## config.mk

```make
export PLATFORM = sky130hd
export DESIGN_NAME = snoop_msi_ctrl
export DESIGN_NICKNAME = d
export VERILOG_FILES = /design/src/rtl/msi_pkg.sv /design/src/rtl/msi_line_store.sv /design/src/rtl/msi_snoop_unit.sv /design/src/rtl/snoop_msi_ctrl.sv
export SDC_FILE = /design/constraint.sdc
export NUM_CORES = 1
export LEC_CHECK = 0
export BUFFER_PORTS_ARGS = -buffer_cell sky130_fd_sc_hd__buf_2
export CAP_MARGIN = 10
export CORE_MARGIN = 2
export CORE_UTILIZATION = 60
export CTS_CLUSTER_DIAMETER = 150
export DETAILED_ROUTE_END_ITERATION = 8
export PLACE_DENSITY_LB_ADDON = 0.2
export SYNTH_ARGS = -nofsm -noshare
export SYNTH_HDL_FRONTEND = slang
export SYNTH_SLANG_ARGS = --single-unit
```

## constraint.sdc

```tcl
create_clock -name clk -period 4.1 [get_ports clk]
set_input_delay 0.41 -clock clk [delete_from_list [all_inputs] [get_ports clk]]
set_output_delay 0.41 -clock clk [all_outputs]
set_load 0.01 [all_outputs]
```

## src/rtl/msi_pkg.sv

```systemverilog
package msi_pkg;
    typedef enum logic [1:0] {
        L_INV = 2'd0,
        L_SHR = 2'd1,
        L_EXC = 2'd2
    } line_st_e;

    typedef enum logic [1:0] {
        BC_NONE = 2'd0,
        BC_RD   = 2'd1,
        BC_WR   = 2'd2,
        BC_WB   = 2'd3
    } bus_cmd_e;

    typedef enum logic {
        C_IDLE = 1'b0,
        C_ARB  = 1'b1
    } ctl_st_e;
endpackage

```

## src/rtl/msi_line_store.sv

```systemverilog
module msi_line_store
    import msi_pkg::*;
#(
    parameter int N_LINES = 4,
    parameter int TAG_W   = 4,
    localparam int IDX_W  = $clog2(N_LINES)
) (
    input  logic             clk,
    input  logic             rst_n,
    input  logic [IDX_W-1:0] rd_idx_a,
    output line_st_e         rd_st_a,
    output logic [TAG_W-1:0] rd_tag_a,
    input  logic [IDX_W-1:0] rd_idx_b,
    output line_st_e         rd_st_b,
    output logic [TAG_W-1:0] rd_tag_b,
    input  logic             snp_we,
    input  logic [IDX_W-1:0] snp_idx,
    input  line_st_e         snp_st,
    input  logic             cpu_we,
    input  logic [IDX_W-1:0] cpu_idx,
    input  logic [TAG_W-1:0] cpu_tag,
    input  line_st_e         cpu_st
);
    typedef struct packed {
        line_st_e [N_LINES-1:0]            st;
        logic     [N_LINES-1:0][TAG_W-1:0] tag;
    } store_t;

    store_t store_d, store_q;

    always_comb begin
        store_d = store_q;
        if (snp_we) begin
            store_d.st[snp_idx] = snp_st;
        end
        // A granted CPU transaction owns the bus, so it wins any overlap.
        if (cpu_we) begin
            store_d.st[cpu_idx]  = cpu_st;
            store_d.tag[cpu_idx] = cpu_tag;
        end
    end

    always_ff @(posedge clk or negedge rst_n) begin
        if (!rst_n) begin
            store_q <= '0;
        end else begin
            store_q <= store_d;
        end
    end

    assign rd_st_a  = store_q.st[rd_idx_a];
    assign rd_tag_a = store_q.tag[rd_idx_a];
    assign rd_st_b  = store_q.st[rd_idx_b];
    assign rd_tag_b = store_q.tag[rd_idx_b];
endmodule

```

## src/rtl/msi_snoop_unit.sv

```systemverilog
module msi_snoop_unit
    import msi_pkg::*;
#(
    parameter int TAG_W = 4
) (
    input  logic             snoop_valid,
    input  logic [1:0]       snoop_cmd,
    input  logic [TAG_W-1:0] snoop_tag,
    input  line_st_e         line_st,
    input  logic [TAG_W-1:0] line_tag,
    output logic             touch,
    output logic             upd_we,
    output line_st_e         upd_st,
    output logic             abort
);
    logic match;

    always_comb begin
        touch  = snoop_valid && (snoop_cmd == BC_RD || snoop_cmd == BC_WR);
        match  = touch && (line_st != L_INV) && (line_tag == snoop_tag);
        upd_we = 1'b0;
        upd_st = line_st;
        abort  = 1'b0;
        if (match) begin
            if (snoop_cmd == BC_RD) begin
                if (line_st == L_EXC) begin
                    upd_we = 1'b1;
                    upd_st = L_SHR;
                    abort  = 1'b1;
                end
            end else begin
                upd_we = 1'b1;
                upd_st = L_INV;
                abort  = (line_st == L_EXC);
            end
        end
    end
endmodule

```

## src/rtl/snoop_msi_ctrl.sv

```systemverilog
module snoop_msi_ctrl
    import msi_pkg::*;
#(
    parameter int ADDR_W  = 6,
    parameter int N_LINES = 4
) (
    input  logic              clk,
    input  logic              rst_n,
    input  logic              cpu_req,
    input  logic              cpu_we,
    input  logic [ADDR_W-1:0] cpu_addr,
    output logic              cpu_ready,
    output logic              bus_req,
    input  logic              bus_gnt,
    output logic [1:0]        bus_cmd,
    output logic [ADDR_W-1:0] bus_addr,
    input  logic              snoop_valid,
    input  logic [1:0]        snoop_cmd,
    input  logic [ADDR_W-1:0] snoop_addr,
    output logic              snp_abort
);
    localparam int IDX_W = $clog2(N_LINES);
    localparam int TAG_W = ADDR_W - IDX_W;

    typedef struct packed {
        ctl_st_e           fsm;
        logic              we;
        logic [ADDR_W-1:0] addr;
    } ctl_t;

    ctl_t ctl_d, ctl_q;

    logic [IDX_W-1:0] lk_idx, snp_idx;
    logic [TAG_W-1:0] lk_tag, tag_a, tag_b;
    line_st_e         st_a, st_b, snp_st, wr_st;
    logic             snp_touch, snp_we, wr_en, lk_we, collide, hit_ok, need_wb;
    logic [TAG_W-1:0] wr_tag;
    bus_cmd_e         cmd_e;

    assign snp_idx = snoop_addr[IDX_W-1:0];

    msi_line_store #(.N_LINES(N_LINES), .TAG_W(TAG_W)) u_store (
        .clk      (clk),
        .rst_n    (rst_n),
        .rd_idx_a (lk_idx),
        .rd_st_a  (st_a),
        .rd_tag_a (tag_a),
        .rd_idx_b (snp_idx),
        .rd_st_b  (st_b),
        .rd_tag_b (tag_b),
        .snp_we   (snp_we),
        .snp_idx  (snp_idx),
        .snp_st   (snp_st),
        .cpu_we   (wr_en),
        .cpu_idx  (lk_idx),
        .cpu_tag  (wr_tag),
        .cpu_st   (wr_st)
    );

    msi_snoop_unit #(.TAG_W(TAG_W)) u_snoop (
        .snoop_valid (snoop_valid),
        .snoop_cmd   (snoop_cmd),
        .snoop_tag   (snoop_addr[ADDR_W-1:IDX_W]),
        .line_st     (st_b),
        .line_tag    (tag_b),
        .touch       (snp_touch),
        .upd_we      (snp_we),
        .upd_st      (snp_st),
        .abort       (snp_abort)
    );

    always_comb begin
        ctl_d     = ctl_q;
        cpu_ready = 1'b0;
        bus_req   = 1'b0;
        cmd_e     = BC_NONE;
        bus_addr  = '0;
        wr_en     = 1'b0;
        wr_tag    = '0;
        wr_st     = L_INV;

        // While waiting, the latched request is looked up; otherwise the live one.
        if (ctl_q.fsm == C_ARB) begin
            lk_idx = ctl_q.addr[IDX_W-1:0];
            lk_tag = ctl_q.addr[ADDR_W-1:IDX_W];
            lk_we  = ctl_q.we;
        end else begin
            lk_idx = cpu_addr[IDX_W-1:0];
            lk_tag = cpu_addr[ADDR_W-1:IDX_W];
            lk_we  = cpu_we;
        end

        collide = snp_touch && (snp_idx == lk_idx);
        hit_ok  = (st_a != L_INV) && (tag_a == lk_tag) && (!lk_we || st_a == L_EXC);
        need_wb = (st_a == L_EXC) && (tag_a != lk_tag);

        unique case (ctl_q.fsm)
            C_IDLE: begin
                if (cpu_req && !collide) begin
                    if (hit_ok) begin
                        cpu_ready = 1'b1;
                    end else begin
                        ctl_d.fsm  = C_ARB;
                        ctl_d.we   = cpu_we;
                        ctl_d.addr = cpu_addr;
                    end
                end
            end
            C_ARB: begin
                bus_req = 1'b1;
                if (bus_gnt) begin
                    wr_en = 1'b1;
                    if (need_wb) begin
                        cmd_e    = BC_WB;
                        bus_addr = {tag_a, lk_idx};
                        wr_tag   = tag_a;
                        wr_st    = L_INV;
                    end else begin
                        cmd_e     = lk_we ? BC_WR : BC_RD;
                        bus_addr  = ctl_q.addr;
                        wr_tag    = lk_tag;
                        wr_st     = lk_we ? L_EXC : L_SHR;
                        cpu_ready = 1'b1;
                        ctl_d.fsm = C_IDLE;
                    end
                end
            end
            default: ctl_d.fsm = C_IDLE;
        endcase
    end

    assign bus_cmd = cmd_e;

    always_ff @(posedge clk or negedge rst_n) begin
        if (!rst_n) begin
            ctl_q <= '0;
        end else begin
            ctl_q <= ctl_d;
        end
    end
endmodule

```

### Yosys cells after proc, flatten, opt, wreduce, memory -nomap -nowiden

Index checks and enable logic that the tools add are counted.

| cells by class | value |
|---|---|
| $lt $le $gt $ge | 4 |
| eq/ne operators | 8 |
| multiplexer cells | 56 |
| bitwise logic cells | 2 |
| reduce and logical (&&, ||, !) cells | 17 |

Operator list:

| cell | number |
|---|---|
| $mux W2 | 15 |
| $mux W4 | 7 |
| $mux W24 | 1 |
| $mux W8 | 3 |
| $mux W6 | 3 |
| $bmux W4 S2 | 2 |
| $bwmux W16 | 1 |
| $bwmux W8 | 2 |
| $mux W1 | 15 |
| $logic_and A1 B1 Y1 | 10 |
| $bmux W2 S2 | 2 |
| $demux W2 S2 | 2 |
| $demux W4 S2 | 1 |
| $eq A4 B4 Y1 | 2 |
| $eq A2 B2 Y1 const B | 3 |
| $lt A2 B3 Y1 const B | 2 |
| $ge A2 B1 Y1 const B | 2 |
| $ne A4 B4 Y1 | 1 |
| $pmux W1 S2 | 2 |
| $reduce_bool A2 Y1 | 2 |
| $reduce_and A3 Y1 | 1 |
| $eq A2 B1 Y1 const B | 1 |
| $eq A2 B2 Y1 | 1 |
| $logic_not A1 Y1 | 2 |
| other kinds (2) | 4 |

| storage, ports and cells | value |
|---|---|
| register bits after elaboration | 32 |
| input bits | 20 |

### Longest topological paths before layout

| logic depth | value |
|---|---|
| depth after elaboration | 10 |
| depth in mapped cells | 9 |
| mapped depth without buffers | 8 |

### Modules after synthesis

Synthesis repeated with hierarchy kept, for this count alone.

| unflattened totals | value |
|---|---|
| cells, all modules | 175 |
| area total of the unflattened synthesis | 2062.0 sq um |

Modules (own cells, without submodules):

| module | instances | cells each | area an instance (sq um) | seq. area each (sq um) |
|---|---|---|---|---|
| msi_line_store | 1 | 96 | 1317.5 | 600.6 |
| snoop_msi_ctrl | 1 | 64 | 626.9 | 200.2 |
| msi_snoop_unit | 1 | 15 | 117.6 | 0.0 |

### Worst setup path after synthesis

No wires, ideal clock.

| timing | value |
|---|---|
| kind | input-to-output |
| start point | in cpu_addr[0] |
| end point | out bus_addr[5] |
| arrival time | 2334 ps |
| data required time | 3690 ps |
| path slack | 1356 ps |
| stages | 8 |
| cell sequence | buf_2 > nor3_2 > o21ba_1 > or4_4 > xnor2_2 > and4_1 > or3_1 > a21oi_1 |

| on the way | value |
|---|---|
| cells in the longest elaborated chain, start to end | 8 |
| elaborated cells on any way between the ends | 11 |
| classes of those cells | eq/ne: 2; mux: 8; reduce/logical: 1 |

RTL lines:

| what | RTL line | text |
|---|---|---|
| start, declared | snoop_msi_ctrl.sv:11 | `input logic [ADDR_W-1:0] cpu_addr,` |
| $mux W2 (*) | snoop_msi_ctrl.sv:83 | `if (ctl_q.fsm == C_ARB) begin` |
| $bmux W4 S2 or $bmux W2 S2 (tied branches) | msi_line_store.sv:52, msi_line_store.sv:51 |  |
| $mux W4 (implied by the code) or $mux W2 (tied branches) | msi_line_store.sv:52, msi_line_store.sv:51 |  |
| $ne A4 B4 Y1 or $eq A2 B2 Y1 (tied branches) | snoop_msi_ctrl.sv:95 | `need_wb = (st_a == L_EXC) && (tag_a != lk_tag);` |
| $logic_and A1 B1 Y1 | snoop_msi_ctrl.sv:95 |  |
| $mux W6 (*) | snoop_msi_ctrl.sv:113 | `if (need_wb) begin` |
| $mux W6 (*) | snoop_msi_ctrl.sv:111 | `if (bus_gnt) begin` |
| $mux W6 (*) | snoop_msi_ctrl.sv:97 | `unique case (ctl_q.fsm)` |
| end, declared | snoop_msi_ctrl.sv:16 | `output logic [ADDR_W-1:0] bus_addr,` |

Mark *: on every way between the ends. The rest lies on a longest branch, timed or not. The select of a mux whose other input is x is not followed.

### Worst setup path in the final report

| timing | value |
|---|---|
| start point | reg ctl_q[7] in the netlist's numbering |
| end point | out bus_addr[3] |

| on the way | value |
|---|---|
| cells in the longest elaborated chain, start to end | 8 |
| elaborated cells on any way between the ends | 12 |
| classes of those cells | eq/ne: 2; mux: 9; reduce/logical: 1 |

RTL lines:

| what | RTL line | text |
|---|---|---|
| start, declared | snoop_msi_ctrl.sv:31 | `ctl_t ctl_d, ctl_q;` |
| start signal, assigned | snoop_msi_ctrl.sv:138 | `ctl_q <= ctl_d;` |
| $mux W2 | snoop_msi_ctrl.sv:83 |  |
| $bmux W4 S2 or $bmux W2 S2 (tied branches) | msi_line_store.sv:52, msi_line_store.sv:51 |  |
| $mux W4 (implied by the code) or $mux W2 (tied branches) | msi_line_store.sv:52, msi_line_store.sv:51 |  |
| $ne A4 B4 Y1 or $eq A2 B2 Y1 (tied branches) | snoop_msi_ctrl.sv:95 |  |
| $logic_and A1 B1 Y1 | snoop_msi_ctrl.sv:95 |  |
| $mux W6 | snoop_msi_ctrl.sv:113 |  |
| $mux W6 | snoop_msi_ctrl.sv:111 |  |
| $mux W6 (*) | snoop_msi_ctrl.sv:97 |  |

Marks and branches as above.

==> run_results.csv <==
group,metric,value,unit
run_status,status,"finished clean",
synth,yosysWarnings,0,
worst_hold_path,hold_class,"input port to async pin",
final_layout,syn_to_final_growth,11.46,%
synth,ys_seq_area_share,35.60,%
die,num_rows,22,
synth,syn_area,0.002250,mm2
final_layout,final_area,0.002507,mm2
place,gp_congestion,0.8822,
clock_tree,cts_tree,"done",
job,cap_violations,0,
timing,finalHoldViolations,0,
place,dp_cells,292,
clock_tree,clock-sinks,32,
synth,async_reset_ff_share,100.0,%
worst_setup_path,crit_required,3.69,ns
timing,maxSlewViolCount,0,
final_layout,nets,272,
timing,hold-worst-slack,0.1731,ns
die,core-area,0.003633,mm2
pwr,worst_ir_drop_vdd,0.4489,mV
pwr,p_leak,1.087,nW
global_routing,grt_pass1_vias,1857,
worst_setup_path,worstSetupStartpointType,"flop",
die,die_area,0.004255,mm2
synth,synth_edf_count,0,
global_routing,antenna_found_initial,0,
synth,syn_nets,244,
worst_setup_path,cp_data_arrival_time,3.34,ns
worst_setup_path,r2r_start,"ctl_q[7]",
drt,vias_per_cell,6.495,
timing,fin_crit,3.755,ns
global_routing,grt_max_degree,33,
clock_tree,cts_setup_buffers,0,
clock_tree,cts_buffers,5,
worst_setup_path,criticalPathCategory,"flop to output pin",
drt,antenna_left,0,
worst_setup_path,startpoint,"ctl_q[7]",
synth,synth_ff_type,"dfrtp_1",
drt,wl_per_cell,18.80,um
worst_setup_path,r2r_cells,7,
worst_setup_path,crit_fanout,22,
timing,finalCritPeriodShare,91.58,%
clock_tree,htreeDepth,2,
die,initial_core_util,61.91,%
die,die_h,65.23,um
pwr,power_density,838.5,mW/mm2
worst_setup_path,critPathTopFamily,"simple AND/OR/NAND/NOR gates",
drt,num_vias,1942,
worst_setup_path,worst-path-buf-inv,1,
place,placed_cell_area,0.002411,mm2
place,dp_hpwl,4.171,mm
final_layout,antenna_cells,0,
timing,tns,0,ns
worst_setup_path,cp.depth,8,
clock_tree,clock_tree.root_cell,"clkbuf_8",
final_layout,final_layout_size_suffix_gt1_share,24.30,%
clock_tree,hold_buffers,0,
drt,route.detailed.drc,0,
synth,ys_types,54,
place,port_buffers,30,
clock_tree,ctsResizeCount,0,
timing,fmax,0.2663,GHz
clock_tree,clk_pin_slew,0.07,ns
synth,avgSynthCellArea,10.09,um2
drt,drt-pass1-iter-count,4,
timing,rsz0062_at_grt,"no",
worst_setup_path,critPathSlowestCell,"dfrtp_1",
global_routing,grt_usage,29.31,%
die,io-pin-count,31,
timing,clock_skew,0.007957,ns
clock_tree,clk_latency,0.29,ns
timing,tightest_slew,0.7910,ns
drt,wl,5.622,mm
pwr,finalPower,2.103,mW
worst_setup_path,endpoint_kind,"output pin",
die,die_w,65.23,um
worst_setup_path,cp_slowest_stage_delay,0.86,ns
drt,drt_iter0_markers,139,
synth,syn_inst,223,
final_layout,layout.cells.non_filler,299,
global_routing,grt_pass1_wl,9.308,mm
worst_setup_path,r2r_slack,0.97,ns
global_routing,grt-ovfl-total,0,
synth,synth-seq-cells,32,
worst_setup_path,worstPathCellList,"nor3_2 > o21ba_1 > or4_4 > xnor2_2 > and4_1 > o21ai_0 > a21oi_1 > buf_2",
timing,max_slew_margin,47.27,%
clock_tree,cts_max_path_buffers,2,
timing,finalSetupViolCount,0,
routing by layer:
metal | track usage (%) | vias to the layer above | wire, um
met4 | 10.42 | 0 | 119
met2 | 49.87 | 92 | 2873
met5 | 0 | - | 0
met1 | 37.67 | 939 | 2282
li1 | - | 897 | -
met3 | 4.966 | 14 | 347
cells in the mapped netlist, types with 3 or more instances:
library cell  number  area share [%]
a211oi_1           5             1.7
a21oi_1           15             3.3
a31oi_1           12             3.3
and2_1             4             1.1
and3_1             3            0.83
buf_2              6             1.3
dfrtp_1           32              36
inv_1              4            0.67
mux2_4             7             4.7
mux2i_1           10             4.4
mux4_2             6             6.0
nand2_1           12             2.0
nand2b_1           5             1.4
nand3_1            3            0.67
nand3b_1           3             1.0
nor2_1            14             2.3
nor2b_1            7             1.9
nor3b_1            3             1.0
o211ai_1           5             1.7
o21ai_0           12             2.7
o21bai_1           3             1.0
o31ai_1            4             1.3
or3_1              4             1.1
xnor2_1            7             2.7
cells in the final DEF, fill, tap and decap left out, drive strengths merged, types with 2 or more instances in the layout:
cell type and count:
nor3 3, buf 31, a31oi 12, o31ai 4
or4 4, nor2b 7, xnor2 9, and2 4
o21ba 2, nand3 3, and3 3, dfrtp 32
mux2i 10, o311ai 2, or3 4, o21ai 13
nand2b 5, o211ai 5, inv 4, mux2 8
clkbuf 7, a211oi 5, nand2 12, nand3b 3
mux4 6, nor2 14, o21bai 4, a21boi 3
a21oi 15, nor3b 3, o22ai 2, or3b 2
worst register-to-register path, stage by stage, from the launching register on:
cell and delay, ns:
dfrtp_1 0.86, nor3_2 0.16, o21ba_1 0.21, or4_4 0.55, xnor2_2 0.18, and4_1 0.25
o21ai_0 0.54, a31oi_1 0.21
how the worst max path moves through the flow:
stage | slack, ns | end
floorplan | 1.36 | bus_addr[5]
finish | 0.35 | bus_addr[3]
CTS | 0.43 | bus_addr[3]
detailed placement | 0.75 | bus_addr[3]
global placement | 0.73 | bus_addr[3]
global route | 0.1 | bus_addr[3]
kinds of logic after synthesis:
| family | share of synthesized area (%) |
|---|---|
| AOI/OAI and AO/OA | 22.14 |
| and+or+nand+nor | 18.35 |
| DFF | 35.60 |
| muxes | 15.63 |
| buffers and inverters | 3.170 |
| xor gates and xnor gates | 4.561 |
| adders and majority gates | 0.5561 |
report_power, final:
part / switching (mW) / internal (mW) / leakage (nW)
Clock: 0.112 / 0.149 / 0.0503
Sequential: 0.208 / 0.469 / 0.383
Combinational: 0.634 / 0.530 / 0.654
layout make-up:
| class | instances | area [um2] |
|---|---|---|
| fill | 312 | 1126 |
| sequential | 32 | 800.8 |
| timing repair buffer | 31 | 157.7 |
| inverter | 4 | 15.01 |
| clock buffer | 7 | 96.34 |
| multi-input combinational | 177 | 1378 |
| tap | 48 | 60.06 |
through the flow:
stage	utilization [%]	setup slack, ns
3_5_place_dp	66.36	0.7455
4_1_cts	69.01	0.4275
6_report	69.01	0.3452
2_1_floorplan	-	1.356
3_3_place_gp	66.36	0.7311
5_1_grt	69.01	0.09813
No activity file was read; power rests on OpenSTA's default activity.
